===== config.mk =====
export PLATFORM = sky130hd
export DESIGN_NAME = pcg_loop_guard
export DESIGN_NICKNAME = d
export VERILOG_FILES = /design/src/rtl/pcg_pkg.sv /design/src/rtl/pcg_ret_max.sv /design/src/rtl/pcg_ctrl.sv /design/src/rtl/pcg_counter_bank.sv /design/src/rtl/pcg_enable_map.sv /design/src/rtl/pcg_loop_guard.sv
export SDC_FILE = /design/constraint.sdc
export NUM_CORES = 1
export LEC_CHECK = 0
export BUFFER_PORTS_ARGS = -buffer_cell sky130_fd_sc_hd__buf_2
export CELL_PAD_IN_SITES_DETAIL_PLACEMENT = 1
export CELL_PAD_IN_SITES_GLOBAL_PLACEMENT = 1
export CORE_ASPECT_RATIO = 0.7
export CORE_MARGIN = 2
export CORE_UTILIZATION = 56
export CTS_CLUSTER_SIZE = 28
export DETAILED_ROUTE_END_ITERATION = 12
export PLACE_DENSITY = 0.89
export SLEW_MARGIN = 20
export SYNTH_ARGS = -nofsm -noshare
export SYNTH_HDL_FRONTEND = slang
export SYNTH_SLANG_ARGS = --single-unit

===== constraint.sdc =====
create_clock -name clk -period 9.2 [get_ports clk]
set_input_delay 0.46 -clock clk [delete_from_list [all_inputs] [get_ports clk]]
set_output_delay 0.46 -clock clk [all_outputs]
set_load 0.01 [all_outputs]

===== src/rtl/pcg_pkg.sv =====
package pcg_pkg;

  typedef enum logic [1:0] {
    PG_IDLE = 2'd0,
    PG_RUN  = 2'd1,
    PG_DONE = 2'd2
  } pg_state_e;

  // Open when the counter is in (-trip, 0]
  function automatic logic win_hit(input int p, input int trip);
    return (p <= 0) && (p > -trip);
  endfunction

  // Launch value of the counter that serves retiming value r
  function automatic int preload(input int top, input int r);
    return top - r;
  endfunction

endpackage


===== src/rtl/pcg_ret_max.sv =====
module pcg_ret_max #(
  parameter int GROUPS = 5,
  parameter int RET_W  = 3
) (
  input  logic [GROUPS*RET_W-1:0] ret_i,
  output logic [RET_W-1:0]        top_o
);

  always_comb begin
    top_o = '0;
    for (int g = 0; g < GROUPS; g++) begin
      if (ret_i[g*RET_W +: RET_W] > top_o) top_o = ret_i[g*RET_W +: RET_W];
    end
  end

endmodule


===== src/rtl/pcg_ctrl.sv =====
module pcg_ctrl
  import pcg_pkg::*;
(
  input  logic clk,
  input  logic rst_n,
  input  logic start_i,
  input  logic iter_i,
  input  logic empty_i,
  input  logic last_i,
  output logic load_o,
  output logic step_o,
  output logic run_o,
  output logic done_o
);

  pg_state_e st_q, st_d;

  assign load_o = start_i;
  assign step_o = iter_i && !start_i && (st_q == PG_RUN);
  assign run_o  = (st_q == PG_RUN);
  assign done_o = (st_q == PG_DONE);

  always_comb begin
    st_d = st_q;
    if (start_i)                st_d = empty_i ? PG_DONE : PG_RUN;
    else if (step_o && last_i)  st_d = PG_DONE;
  end

  always_ff @(posedge clk or negedge rst_n) begin
    if (!rst_n) st_q <= PG_IDLE;
    else        st_q <= st_d;
  end

  // done persists until a new launch
  p_done_hold_r7: assert property (@(posedge clk) disable iff (!rst_n)
    done_o && !start_i |=> done_o);

  // done only rises from a final strobe or an empty launch
  p_done_cause_r6: assert property (@(posedge clk) disable iff (!rst_n)
    $rose(done_o) |-> ($past(start_i && empty_i) || $past(step_o && last_i)));

  // empty launch lands in done
  p_empty_r9: assert property (@(posedge clk) disable iff (!rst_n)
    start_i && empty_i |=> done_o && !run_o);

  // any non-empty launch (also mid-run) starts a run
  p_restart_r8: assert property (@(posedge clk) disable iff (!rst_n)
    start_i && !empty_i |=> run_o);

endmodule


===== src/rtl/pcg_counter_bank.sv =====
module pcg_counter_bank
  import pcg_pkg::*;
#(
  parameter int RET_W = 3,
  parameter int CW    = 9,
  localparam int NCNT = 1 << RET_W
) (
  input  logic                clk,
  input  logic                rst_n,
  input  logic                load_i,
  input  logic                step_i,
  input  logic [RET_W-1:0]    top_i,
  output logic [NCNT*CW-1:0]  cnt_o
);

  for (genvar k = 0; k < NCNT; k++) begin : g_cnt
    logic signed [CW-1:0] c_q;

    always_ff @(posedge clk or negedge rst_n) begin
      if (!rst_n)      c_q <= CW'(preload(0, k));
      else if (load_i) c_q <= CW'(preload(int'(top_i), k));
      else if (step_i) c_q <= c_q - CW'(1);
    end

    assign cnt_o[k*CW +: CW] = c_q;

    if (k > 0) begin : g_spacing
      // neighbouring retiming values stay exactly one count apart
      p_spacing_r4: assert property (@(posedge clk) disable iff (!rst_n)
        (int'($signed(cnt_o[(k-1)*CW +: CW])) - int'(c_q)) == 1);
    end
  end

endmodule


===== src/rtl/pcg_enable_map.sv =====
module pcg_enable_map
  import pcg_pkg::*;
#(
  parameter int GROUPS = 5,
  parameter int RET_W  = 3,
  parameter int TRIP_W = 6,
  parameter int CW     = 9,
  localparam int NCNT  = 1 << RET_W
) (
  input  logic                    run_i,
  input  logic [GROUPS*RET_W-1:0] ret_i,
  input  logic [TRIP_W-1:0]       trip_i,
  input  logic [NCNT*CW-1:0]      cnt_i,
  output logic [GROUPS-1:0]       en_o
);

  for (genvar g = 0; g < GROUPS; g++) begin : g_grp
    logic [RET_W-1:0]     sel;
    logic signed [CW-1:0] p;

    assign sel     = ret_i[g*RET_W +: RET_W];
    assign p       = cnt_i[int'(sel)*CW +: CW];
    assign en_o[g] = run_i && win_hit(int'(p), int'(trip_i));
  end

endmodule


===== src/rtl/pcg_loop_guard.sv =====
module pcg_loop_guard
  import pcg_pkg::*;
#(
  parameter int GROUPS = 5,
  parameter int RET_W  = 3,
  parameter int TRIP_W = 6
) (
  input  logic                    clk,
  input  logic                    rst_n,
  input  logic                    start_i,
  input  logic                    iter_i,
  input  logic [TRIP_W-1:0]       trip_i,
  input  logic [GROUPS*RET_W-1:0] ret_i,
  output logic [GROUPS-1:0]       en_o,
  output logic                    busy_o,
  output logic                    done_o
);

  localparam int NCNT = 1 << RET_W;
  localparam int MAXW = (RET_W > TRIP_W) ? RET_W : TRIP_W;
  localparam int CW   = MAXW + 3;

  logic [RET_W-1:0]        top_w;
  logic [GROUPS*RET_W-1:0] ret_q;
  logic [TRIP_W-1:0]       trip_q;
  logic                    load_w, step_w, run_w, last_w, empty_w;
  logic [NCNT*CW-1:0]      cnt_w;
  logic signed [CW-1:0]    lead_w;

  pcg_ret_max #(.GROUPS(GROUPS), .RET_W(RET_W)) u_max (
    .ret_i (ret_i),
    .top_o (top_w)
  );

  always_ff @(posedge clk or negedge rst_n) begin
    if (!rst_n) begin
      ret_q  <= '0;
      trip_q <= '0;
    end else if (load_w) begin
      ret_q  <= ret_i;
      trip_q <= trip_i;
    end
  end

  // Counter 0 starts highest and is the last to leave its window
  assign lead_w  = cnt_w[CW-1:0];
  assign empty_w = (trip_i == '0);
  assign last_w  = (int'(lead_w) - 1) == -int'(trip_q);

  pcg_ctrl u_ctrl (
    .clk     (clk),
    .rst_n   (rst_n),
    .start_i (start_i),
    .iter_i  (iter_i),
    .empty_i (empty_w),
    .last_i  (last_w),
    .load_o  (load_w),
    .step_o  (step_w),
    .run_o   (run_w),
    .done_o  (done_o)
  );

  pcg_counter_bank #(.RET_W(RET_W), .CW(CW)) u_bank (
    .clk    (clk),
    .rst_n  (rst_n),
    .load_i (load_w),
    .step_i (step_w),
    .top_i  (top_w),
    .cnt_o  (cnt_w)
  );

  pcg_enable_map #(.GROUPS(GROUPS), .RET_W(RET_W), .TRIP_W(TRIP_W), .CW(CW)) u_map (
    .run_i  (run_w),
    .ret_i  (ret_q),
    .trip_i (trip_q),
    .cnt_i  (cnt_w),
    .en_o   (en_o)
  );

  assign busy_o = run_w;

  // after a launch the lead counter holds the largest retiming value
  p_first_r2: assert property (@(posedge clk) disable iff (!rst_n)
    load_w && !empty_w |=> int'(lead_w) == int'($past(top_w)));

  // an accepted strobe lowers the lead counter by one
  p_step_r3: assert property (@(posedge clk) disable iff (!rst_n)
    step_w |=> int'(lead_w) == int'($past(lead_w)) - 1);

  // a running loop never has its lead counter at or past -n
  p_bound_r6: assert property (@(posedge clk) disable iff (!rst_n)
    busy_o |-> int'(lead_w) > -int'(trip_q));

  // no enable outside a run
  p_quiet_r7: assert property (@(posedge clk) disable iff (!rst_n)
    !busy_o |-> en_o == '0);

  // equal retiming implies equal enables
  for (genvar a = 0; a < GROUPS; a++) begin : g_pa
    for (genvar b = a + 1; b < GROUPS; b++) begin : g_pb
      p_shared_r4: assert property (@(posedge clk) disable iff (!rst_n)
        (ret_q[a*RET_W +: RET_W] == ret_q[b*RET_W +: RET_W]) |-> (en_o[a] == en_o[b]));
    end
  end

endmodule


==> report_table.html <==
<table>
<tr><th>Metric</th><th>Value</th></tr>
<tr><th colspan="2">Placement</th></tr>
<tr><td>Buffers on Ports</td><td>31</td></tr>
<tr><td>Final weighted congestion in routability-driven placement</td><td>between 0.9 and 1</td></tr>
<tr><td>Placed wire-length estimate</td><td>around 27000 µm</td></tr>
<tr><th colspan="2">Clocking</th></tr>
<tr><td>Insertion delay of the later-clocked pin in the worst-skew pair</td><td>about 0.35 ns</td></tr>
<tr><td>Resized cells post-CTS</td><td>0</td></tr>
<tr><td>Buffer type at the clock tree root</td><td>clkbuf_16</td></tr>
<tr><td>Hold-fix buffer count after cts</td><td>0</td></tr>
<tr><td>CTS tree</td><td>built</td></tr>
<tr><td>Clock sink count</td><td>95</td></tr>
<tr><td>Post-CTS setup buffer count</td><td>0</td></tr>
<tr><td>Maximum count of clock buffers along a single path</td><td>2</td></tr>
<tr><td>Deepest level of the CTS H-tree</td><td>3</td></tr>
<tr><td>Clock-pin slew reported for the worst setup and hold paths after clock tree synthesis</td><td>roughly 0.070 ns</td></tr>
<tr><td>Cts bufs inserted</td><td>9</td></tr>
<tr><th colspan="2">Die</th></tr>
<tr><td>Floorplan row count</td><td>41</td></tr>
<tr><td>Initial cell density of the core</td><td>roughly 57%</td></tr>
<tr><td>Top-level I/O count</td><td>32</td></tr>
<tr><td>Die Wd</td><td>between 150 and 200 µm</td></tr>
<tr><td>Die footprint</td><td>~19000 µm²</td></tr>
<tr><td>Vertical die dimension</td><td>about 120 µm</td></tr>
<tr><td>Core region area</td><td>approximately 18000 µm²</td></tr>
<tr><th colspan="2">Global routing</th></tr>
<tr><td>Initial antenna violation count</td><td>0</td></tr>
<tr><td>Vias in the first global route</td><td>roughly 9400</td></tr>
<tr><td>Overflow after GRT</td><td>0</td></tr>
<tr><td>Global-route met2 utilization</td><td>60.0%</td></tr>
<tr><td>GR Util met3</td><td>about 15%</td></tr>
<tr><td>First-pass GRT wire length</td><td>56700 µm</td></tr>
<tr><td>Most Used Layer, Global Route</td><td>met2</td></tr>
<tr><td>All-Layer GR Usage</td><td>about two fifths</td></tr>
<tr><td>Met1 Usage GRT</td><td>slightly above 50%</td></tr>
<tr><td>Largest net degree at the start of global routing</td><td>71</td></tr>
<tr><th colspan="2">Synth</th></tr>
<tr><td>Number of distinct standard cells referenced by the synthesized netlist</td><td>71</td></tr>
<tr><td>Sequential-to-total area share from yosys stat</td><td>between 20% and 30%</td></tr>
<tr><td>Number of synthesized flops with an enable pin</td><td>0</td></tr>
<tr><td>Post-synth net total</td><td>around 1100</td></tr>
<tr><td>Synth Register Bits</td><td>95</td></tr>
<tr><td>Mean Syn Cell Area</td><td>around 10 µm²</td></tr>
<tr><td>Syn. warnings</td><td>0</td></tr>
<tr><td>Async set-reset flop share out of synthesis</td><td>100%</td></tr>
<tr><td>Netlist area before placement</td><td>between 10000 and 15000 µm²</td></tr>
<tr><td>Synthesized instance count</td><td>~970</td></tr>
<tr><td>Flip-flop cell with the highest count after synthesis</td><td>dfstp_2</td></tr>
<tr><th colspan="2">Timing</th></tr>
<tr><td>Worst hold slack</td><td>0.0172 ns</td></tr>
<tr><td>Number of endpoints failing setup at the final stage</td><td>0</td></tr>
<tr><td>Transition time at the pin with the least slew margin</td><td>around 1.2 ns</td></tr>
<tr><td>Fmax</td><td>between 0.1 and 0.15 GHz</td></tr>
<tr><td>Setup repair after global routing missed its margin</td><td>no</td></tr>
<tr><td>Max-slew violation count</td><td>0</td></tr>
<tr><td>TNS Setup</td><td>0 ns</td></tr>
<tr><td>Post-layout minimum cycle time</td><td>a little under 8 ns</td></tr>
<tr><td>Clock skew</td><td>~0.010 ns</td></tr>
<tr><td>Slew Limit Headroom</td><td>between 20% and 30%</td></tr>
<tr><td>Final-report hold violation count</td><td>0</td></tr>
<tr><td>Crit share post-route</td><td>between 80% and 90%</td></tr>
<tr><th colspan="2">Route</th></tr>
<tr><td>Detailed-route wire length</td><td>36600 µm</td></tr>
<tr><td>Number of nets with antenna violations after detailed routing</td><td>0</td></tr>
<tr><td>Via-to-Cell Ratio</td><td>approximately 7.6</td></tr>
<tr><td>Post-detailed-route wirelength per cell</td><td>around 30 µm</td></tr>
<tr><td>Initial DRT Pass Iterations</td><td>6</td></tr>
<tr><td>DRC violation count after routing</td><td>0</td></tr>
<tr><td>Routed via count</td><td>slightly above 9000</td></tr>
<tr><td>Initial drt markers</td><td>1313</td></tr>
<tr><th colspan="2">Power</th></tr>
<tr><td>LEAKAGE</td><td>roughly 4.3 nW</td></tr>
<tr><td>Total power density per cell area</td><td>~320 nW/µm²</td></tr>
<tr><td>VDD IR max</td><td>approximately 180 µV</td></tr>
<tr><th colspan="2">Worst setup path</th></tr>
<tr><td>Startpoint of the worst-slack reg-to-reg timing path</td><td>trip_q[0]$_DFFE_PN0P_</td></tr>
<tr><td>Critical path fanouts, max</td><td>18</td></tr>
<tr><td>Worst stage delay on the critical path</td><td>a little over 0.8 ns</td></tr>
<tr><td>First element of the critical path</td><td>ret_i[1]</td></tr>
<tr><td>Sort of element at the end of the critical path</td><td>flip-flop</td></tr>
<tr><td>Required time of the worst setup path</td><td>about 9.5 ns</td></tr>
<tr><td>Register-to-Register Setup Slack</td><td>~6.0 ns</td></tr>
<tr><td>Critical Path Start Type</td><td>input pin</td></tr>
<tr><td>Critical path class</td><td>in2reg</td></tr>
<tr><td>Critical Path AT</td><td>between 8 and 9 ns</td></tr>
<tr><td>Reg2reg path depth</td><td>8</td></tr>
<tr><td>FF-to-FF End</td><td>u_ctrl.st_q[1]$_DFFE_PN0P_</td></tr>
<tr><td>Critical path's slowest cell</td><td>a32oi_1</td></tr>
<tr><td>Most numerous cell on the critical path</td><td>ha_1</td></tr>
<tr><td>Endpoint of the most critical setup path</td><td>u_bank.g_cnt[1].c_q[2]$_DFFE_PN1P_</td></tr>
<tr><th colspan="2">Layout</th></tr>
<tr><td>Filler Cells Inserted</td><td>between 1500 and 2000</td></tr>
<tr><td>Final net count</td><td>between 1000 and 1500</td></tr>
<tr><td>Area added between synthesis and finish</td><td>5.60%</td></tr>
<tr><td>Antenna Cells</td><td>0</td></tr>
<tr><td>Share of post-route cells with drive strength above 1</td><td>just under 30%</td></tr>
<tr><th colspan="2">Run</th></tr>
<tr><td>Max cap viols</td><td>0</td></tr>
<tr><th colspan="2">Status</th></tr>
<tr><td>Run status</td><td>complete, no violations</td></tr>
<tr><th colspan="2">Min path</th></tr>
<tr><td>Worst hold path type</td><td>in2async</td></tr>
</table>
synthesized netlist by cell type, types with 8 or more instances:
library cell / instances / area share [%]
buf_2: 16 / 0.79
mux2i_1: 10 / 0.98
xor2_1: 37 / 3.2
nand4_1: 8 / 0.49
nor2b_1: 14 / 0.86
mux2_2: 63 / 7.0
nand2_1: 51 / 1.9
dfstp_2: 54 / 14
a21o_1: 11 / 0.81
nor2_1: 65 / 2.4
nor4_1: 29 / 1.8
o21ai_0: 24 / 1.2
a211oi_1: 10 / 0.74
o211ai_1: 8 / 0.59
a2111oi_0: 8 / 0.69
nand3_1: 20 / 0.98
inv_1: 44 / 1.6
clkbuf_1: 38 / 1.4
or4_1: 9 / 0.66
mux4_2: 90 / 20
dfrtp_1: 41 / 10
ha_1: 94 / 12
a21oi_1: 43 / 2.1
nor3_1: 20 / 0.98
o21a_1: 22 / 1.6
xnor2_1: 37 / 3.2
power breakdown:
part           total (mW)  switching [mW]  internal (mW)
combinational        1.88           0.964          0.916
sequential           1.19           0.525          0.667
clock               0.394           0.168          0.226
through the flow:
stage	total power, mW	utilization (%)	area [µm²]	setup WS [ns]	instances
after floorplan	2.28	-	10200	3.01	973
after global placement	2.75	58.0	10400	1.98	1182
after detailed placement	2.92	58.0	10400	1.35	1182
after CTS	3.36	59.7	10700	1.60	1198
after global routing	3.63	60.0	10700	0.899	1199
final	3.47	60.0	10700	1.37	1199
cells by family after synthesis:
family,count (synthesis),share of synthesized area [%]
AO/OA/AOI/OAI,174,11.8
XOR/XNOR,74,6.38
adder cells (fa/ha/maj),94,11.6
buffers and inverters,112,4.68
flip-flops,95,24.0
multiplexers,163,27.9
AND/OR/NAND/NOR,261,13.6
placed cells by master, fill, tap and decap left out, types with 28 or more instances in the layout:
cell type,Yosys,layout
nand2_1,51,51
ha_1,94,94
mux2_2,63,63
dfstp_2,54,54
buf_2,16,29
xor2_1,37,37
dfrtp_1,41,38
inv_1,44,44
mux4_2,90,90
nor2_1,65,65
xnor2_1,37,37
nor4_1,29,28
a21oi_1,43,43
critical path, delay by kind of cell:
kind	cells	cell delay, ns
AO/OA/AOI/OAI	13	4.16
adder cells (fa/ha/maj)	5	1.48
buffers and inverters	4	0.33
multiplexers	2	0.87
AND/OR/NAND/NOR	5	0.79
flip-flops by register name, summed over array words and instances, names as in the netlist:
name / flops
trip_q: 6
u_bank.g_cnt.c_q: 72
u_ctrl.st_q: 2
ret_q: 15
layer usage:
metal  vias to the layer above  wire length (µm)
li1                       3687                 -
met1                      4537             14000
met2                       668             15700
met3                       206              4840
met4                         0              1950
met5                         -                 0
how the worst min path moves through the flow:
stage,startpoint,endpoint
after global routing,rst_n,ret_q[4]$_DFFE_PN0P_
after detailed placement,rst_n,ret_q[5]$_DFFE_PN0P_
after CTS,rst_n,ret_q[5]$_DFFE_PN0P_
after floorplan,rst_n,ret_q[0]$_DFFE_PN0P_
after global placement,rst_n,ret_q[0]$_DFFE_PN0P_
final,rst_n,ret_q[3]$_DFFE_PN0P_
cell type report:
cell class / count / area [µm²] / area share (%)
Tap cell: 236 / 295 / 2.75
Timing Repair Buffer: 41 / 255 / 2.38
Sequential cell: 95 / 2450 / 22.8
Clock buffer: 12 / 256 / 2.39
Inverter: 45 / 169 / 1.57
Clock inverter: 4 / 53.8 / 0.501
Multi-Input combinational cell: 766 / 7260 / 67.6
No activity file was read; power rests on OpenSTA's default activity.
